==> src/rtl/atv_pkg.sv <==
package atv_pkg;
  localparam int SW     = 8;          // sample width
  localparam int TW     = 8;          // tap width
  localparam int RW     = TW + 2;     // reference level width (sum of three taps)
  localparam int MW     = 26;         // path metric width
  localparam int NSTATE = 4;          // two remembered bits
  localparam int NREF   = 2 * NSTATE; // one level per branch pattern

  // Metric given to states other than the start state; exceeds any real band cost.
  localparam logic [MW-1:0] START_PENALTY = MW'(1) << (MW - 4);

  function automatic int sym(input logic b, input int h);
    return b ? h : -h;
  endfunction

  // bits = {current, one track back, two tracks back}
  function automatic logic signed [RW-1:0] ref_level(input logic signed [TW-1:0] h0,
                                                     input logic signed [TW-1:0] h1,
                                                     input logic signed [TW-1:0] h2,
                                                     input logic [2:0] bits);
    int acc;
    acc = sym(bits[2], int'(h0)) + sym(bits[1], int'(h1)) + sym(bits[0], int'(h2));
    return RW'(acc);
  endfunction

  function automatic logic [MW-1:0] sq_dist(input logic signed [SW-1:0] x,
                                            input logic signed [RW-1:0] r);
    int d;
    d = int'(x) - int'(r);
    return MW'(d * d);
  endfunction
endpackage

==> src/rtl/atv_tap_bank.sv <==
module atv_tap_bank
  import atv_pkg::*;
#(
  parameter logic signed [TW-1:0] H0_RST = 8'sd3,
  parameter logic signed [TW-1:0] H1_RST = 8'sd5,
  parameter logic signed [TW-1:0] H2_RST = 8'sd3
) (
  input  logic                      clk,
  input  logic                      rst_n,
  input  logic                      cfg_we,
  input  logic [1:0]                cfg_sel,
  input  logic signed [TW-1:0]      cfg_data,
  output logic [2:0][TW-1:0]        taps,
  output logic [NREF-1:0][RW-1:0]   ref_tab
);
  always_ff @(posedge clk) begin
    if (!rst_n) begin
      taps[0] <= H0_RST;
      taps[1] <= H1_RST;
      taps[2] <= H2_RST;
    end else if (cfg_we) begin
      case (cfg_sel)
        2'd0:    taps[0] <= cfg_data;
        2'd1:    taps[1] <= cfg_data;
        2'd2:    taps[2] <= cfg_data;
        default: ;
      endcase
    end
  end

  // Levels refreshed one edge after the taps change.
  for (genvar i = 0; i < NREF; i++) begin : g_ref
    always_ff @(posedge clk) begin
      if (!rst_n) ref_tab[i] <= ref_level(H0_RST, H1_RST, H2_RST, 3'(i));
      else        ref_tab[i] <= ref_level($signed(taps[0]), $signed(taps[1]),
                                          $signed(taps[2]), 3'(i));
    end
  end
endmodule

==> src/rtl/atv_acs_array.sv <==
module atv_acs_array
  import atv_pkg::*;
#(
  parameter int NTRK = 8
) (
  input  logic                           clk,
  input  logic                           rst_n,
  input  logic                           step,
  input  logic                           first,
  input  logic signed [SW-1:0]           sample,
  input  logic [NREF-1:0][RW-1:0]        ref_tab,
  output logic [NSTATE-1:0][MW-1:0]      nxt_metric,
  output logic [NSTATE-1:0][NTRK-1:0]    nxt_hist,
  output logic [NSTATE-1:0][MW-1:0]      cur_metric,
  output logic [NSTATE-1:0]              pick_lower
);
  logic [NSTATE-1:0][MW-1:0]   src_metric;
  logic [NSTATE-1:0][NTRK-1:0] src_hist;
  logic [NSTATE-1:0][NTRK-1:0] hist_q;

  // A band start replaces the stored state by the all-zero start state.
  always_comb begin
    for (int s = 0; s < NSTATE; s++) begin
      if (first) src_metric[s] = (s == 0) ? '0 : START_PENALTY;
      else       src_metric[s] = cur_metric[s];
    end
    src_hist = first ? '0 : hist_q;
  end

  // State n = {newest bit, previous bit}; predecessors {previous, 0} and {previous, 1}.
  for (genvar n = 0; n < NSTATE; n++) begin : g_state
    localparam int X  = n / 2;
    localparam int M  = n % 2;
    localparam int UP = 2 * M;
    localparam int LO = 2 * M + 1;
    logic [MW-1:0]   bm_up, bm_lo;
    logic [NTRK-1:0] keep;
    assign bm_up         = src_metric[UP] + sq_dist(sample, $signed(ref_tab[2*n]));
    assign bm_lo         = src_metric[LO] + sq_dist(sample, $signed(ref_tab[2*n+1]));
    assign pick_lower[n] = bm_lo < bm_up;
    assign nxt_metric[n] = pick_lower[n] ? bm_lo : bm_up;
    assign keep          = pick_lower[n] ? src_hist[LO] : src_hist[UP];
    assign nxt_hist[n]   = {1'(X), keep[NTRK-1:1]};
  end

  always_ff @(posedge clk) begin
    if (!rst_n) begin
      cur_metric <= '0;
      hist_q     <= '0;
    end else if (step) begin
      cur_metric <= nxt_metric;
      hist_q     <= nxt_hist;
    end
  end
endmodule

==> src/rtl/atv_best_state.sv <==
module atv_best_state
  import atv_pkg::*;
#(
  parameter int NTRK = 8
) (
  input  logic [NSTATE-1:0][MW-1:0]   metric,
  input  logic [NSTATE-1:0][NTRK-1:0] hist,
  output logic [MW-1:0]               best_metric,
  output logic [NTRK-1:0]             best_hist
);
  // Lowest state index wins a tie.
  always_comb begin
    best_metric = metric[0];
    best_hist   = hist[0];
    for (int s = 1; s < NSTATE; s++) begin
      if (metric[s] < best_metric) begin
        best_metric = metric[s];
        best_hist   = hist[s];
      end
    end
  end
endmodule

==> src/rtl/atv_band_detector.sv <==
module atv_band_detector
  import atv_pkg::*;
#(
  parameter int  NTRK = 8,
  localparam int IW   = $clog2(NTRK)
) (
  input  logic                 clk,
  input  logic                 rst_n,
  input  logic                 cfg_we,
  input  logic [1:0]           cfg_sel,
  input  logic signed [TW-1:0] cfg_data,
  input  logic                 in_valid,
  input  logic [IW-1:0]        in_track,
  input  logic signed [SW-1:0] in_sample,
  output logic                 out_valid,
  output logic [NTRK-1:0]      out_word
);
  logic [2:0][TW-1:0]          taps;
  logic [NREF-1:0][RW-1:0]     ref_tab;
  logic [NSTATE-1:0][MW-1:0]   nxt_metric;
  logic [NSTATE-1:0][NTRK-1:0] nxt_hist;
  logic [NSTATE-1:0][MW-1:0]   cur_metric;
  logic [NSTATE-1:0]           pick_lower;
  logic [MW-1:0]               best_metric;
  logic [NTRK-1:0]             best_hist;
  logic                        band_first;
  logic                        band_last;
  logic                        band_done;

  assign band_first = (in_track == '0);
  assign band_last  = (in_track == IW'(NTRK - 1));
  assign band_done  = in_valid && band_last;

  atv_tap_bank u_taps (
    .clk      (clk),
    .rst_n    (rst_n),
    .cfg_we   (cfg_we),
    .cfg_sel  (cfg_sel),
    .cfg_data (cfg_data),
    .taps     (taps),
    .ref_tab  (ref_tab)
  );

  atv_acs_array #(.NTRK(NTRK)) u_acs (
    .clk        (clk),
    .rst_n      (rst_n),
    .step       (in_valid),
    .first      (band_first),
    .sample     (in_sample),
    .ref_tab    (ref_tab),
    .nxt_metric (nxt_metric),
    .nxt_hist   (nxt_hist),
    .cur_metric (cur_metric),
    .pick_lower (pick_lower)
  );

  atv_best_state #(.NTRK(NTRK)) u_best (
    .metric      (nxt_metric),
    .hist        (nxt_hist),
    .best_metric (best_metric),
    .best_hist   (best_hist)
  );

  always_ff @(posedge clk) begin
    if (!rst_n) begin
      out_valid <= 1'b0;
      out_word  <= '0;
    end else begin
      out_valid <= band_done;
      if (band_done) out_word <= best_hist;
    end
  end
endmodule

==> config.mk <==
export PLATFORM = sky130hd
export DESIGN_NAME = atv_band_detector
export DESIGN_NICKNAME = d
export VERILOG_FILES = /design/src/rtl/atv_pkg.sv /design/src/rtl/atv_tap_bank.sv /design/src/rtl/atv_acs_array.sv /design/src/rtl/atv_best_state.sv /design/src/rtl/atv_band_detector.sv
export SDC_FILE = /design/constraint.sdc
export NUM_CORES = 2
export LEC_CHECK = 0
export BUFFER_PORTS_ARGS = -buffer_cell sky130_fd_sc_hd__buf_4
export CORE_AREA = 5 5 408 370
export DETAILED_ROUTE_END_ITERATION = 8
export DIE_AREA = 0 0 413 375
export SYNTH_ARGS = -nofsm -noshare
export SYNTH_HDL_FRONTEND = slang
export SYNTH_SLANG_ARGS = --single-unit
==> constraint.sdc <==
create_clock -name clk -period 38.6 [get_ports clk]
set_input_delay 1.93 -clock clk [delete_from_list [all_inputs] [get_ports clk]]
set_output_delay 1.93 -clock clk [all_outputs]
set_load 0.005 [all_outputs]
==> metrics.txt <==
clock skew=approximately 0.022 ns; Hold Crit Depth=2; final layout net count=9539; die area=155000 sq um; layout cells sized above 1=under 10%; Initial Util=~45%; top-count cell post-synth=inv_1; DPL Wire Length=164 mm; CTS Root Cell=clkbuf_16; YS warnings=0; fin crit period=21.16 ns; synth top area cells=fa_1, ha_1, inv_1, dfxtp_1, xnor2_1; Hold Buf Count CTS=0; outcome=finished, final reports clean; routability-driven placement congestion ratio=0.942; Yosys cell types=79; CP Data Arrival Time=21.64 ns; post-synth top area cell=fa_1; cell count of the worst reg-to-reg path=84; setup TNS=0 ns; asr flop ratio synth=0%; worst reg2reg startpoint=u_taps.ref_tab[31]; end point of the worst hold path=u_acs.cur_metric[95]; Crit path depth=86; RSZ-0062 raised after global routing=no; syn avg cell area=8.81 sq um; starting DRC count in detailed routing=approximately 3100; Reg area=roughly 4600 sq um; antenna violations before repair=3; Non-Filler Instances=9421; Worst Tran Pin Value=1.42 ns; CTS clk-pin slew, worst paths=~0.06 ns; r2r setup slk=18.70 ns; reg2reg end=out_word[0]; setup violators final=0; clk sink count=232; Area growth syn-to-layout=6.01%; synthesized net count=9531; worst skew pair latency=roughly 0.56 ns; num ports=34; clock buffer count from CTS=34; Slew Viols, Final=0; Yosys top cell area share=a little over a third; critical path's slowest cell=a31oi_2; first-pass GRT wire length=295 mm; Critical Path Most Common Cell=a21o_1; Syn Inst Count=~7400; Buf/Inv on CP=10; setup bufs post-CTS=0; vias per cell=5.16; Crit. End Element=flop; worst hold path startpoint=u_acs.cur_metric[95]; TritonCTS clock tree=built; final wirelength=between 150 and 200 mm; fmax=47.3 MHz; Hold Crit Class=reg -> reg; final worst path period share=54.8%; GRT overflow=0; most frequent cells after synthesis=inv_1, fa_1, ha_1; sequential fraction of the synthesis area=7.11%; flops & latches, synth=about 230; Die Span Y=between 300 and 400 microns; PostCTS Resize Cnt=0; DR vias=48600; Die Wd=413 microns; Slew headroom=4.87%; IO Port Bufs=33; Post-synth EDFFs=0; DP Cell Count=9361; Max-Cap Viols=0; Filler cells=14200; final hold violations=0; CP Class=in -> reg; Routed Antenna Nets=0; DRC errors left=0; total track usage=24.7%; clk buf depth=3; crit-path leading delay family=compound AO/OA/AOI/OAI gates; nature of the critical path startpoint=input pin; Critical Path RT=39.08 ns; First-pass DRT Iterations=6; via count of the first global-routing pass=50100; multi-input logic area=53200 sq um; Core Footprint=147000 sq um; WL/cell=20.0 microns; Core Rows=134; prevailing post-synth register cell=dfxtp_1; CP Max Fanout=49; Mapped Area=65300 sq um; largest net degree at the start of global routing=83; CTS H-tree lvls=2; fin util=47.2%; Largest stage delay, worst path=about 0.76 ns
[worst max path at each step]
| stage | startpoint | endpoint | slack [ns] |
|---|---|---|---|
| detailed placement | in_sample[1] | out_word[0] | 17.16 |
| global route | in_sample[0] | out_word[0] | 16.15 |
| global placement | in_sample[1] | out_word[0] | 17.40 |
| finish | in_sample[1] | out_word[0] | 17.44 |
| CTS | in_sample[1] | out_word[0] | 17.71 |
| floorplan | in_sample[0] | out_word[0] | 18.73 |
[final cells by class]
cell class,count,area share (%)
antenna,1,0.00361
clock buffer,43,1.33
clock inverter,16,0.294
inverter,1857,10.1
multi-input combinational,5193,76.9
sequential,232,6.70
tap,1972,3.56
timing repair buffer,107,1.17
[flip-flops by register name, summed over array words and instances (netlist names)]
register and count:
out_valid 1, out_word 8, u_acs.cur_metric 104, u_acs.hist_q 22, u_taps.ref_tab 73, u_taps.taps 24
[worst register-to-register path: cells and delay by family (launching register included)]
| kind | cells | cell delay, ns |
|---|---|---|
| adders and majority gates | 12 | 4.44 |
| buffers and inverters | 9 | 1.69 |
| AOI/OAI and AO/OA | 42 | 9.52 |
| xor gates and xnor gates | 3 | 1.00 |
| DFF | 1 | 0.39 |
| and+or+nand+nor | 18 | 2.73 |
[cell usage in the layout, fill, tap and decap left out, drive strengths merged, types with 93 or more instances in the layout]
master / instances
a21o: 219
a21oi: 297
and2: 93
buf: 107
dfxtp: 232
fa: 1161
ha: 928
inv: 1843
nand2: 437
nand2b: 96
nor2: 600
nor3: 99
o21ai: 235
xnor2: 305
xor2: 109
[per-layer routing]
metal  global-route usage, %  routed length, microns
met3                    5.02                   14100
met5                       0                      12
met1                    36.9                   90100
met4                    4.86                    4230
met2                    37.1                   80300
[stage by stage]
step | hold WS (ns) | setup WS [ns] | instance area, sq um
3_3_place_gp | 0.450 | 17.40 | 68100
2_1_floorplan | 0.441 | 18.73 | 65300
6_report | 0.464 | 17.44 | 69300
5_1_grt | 0.478 | 16.15 | 69300
3_5_place_dp | 0.456 | 17.16 | 68100
4_1_cts | 0.465 | 17.71 | 69300
[logic make-up (layout without fill, tap and decap cells)]
kind of cell             Yosys count  after routing  synth area share (%)
multiplexers                     103            103                  1.65
AND/OR/NAND/NOR                 1541           1541                  10.6
buffers and inverters           1992           2023                  11.5
AO/OA/AOI/OAI                   1043           1043                  10.2
adder cells (fa/ha/maj)         2092           2092                  53.4
flip-flops                       232            232                  7.11
XOR/XNOR                         414            414                  5.55
other                              0              1                     0
Power is left out: the tool's default activity adds up to more than one toggle a clock period on the data nets, which glitch-free logic cannot reach.
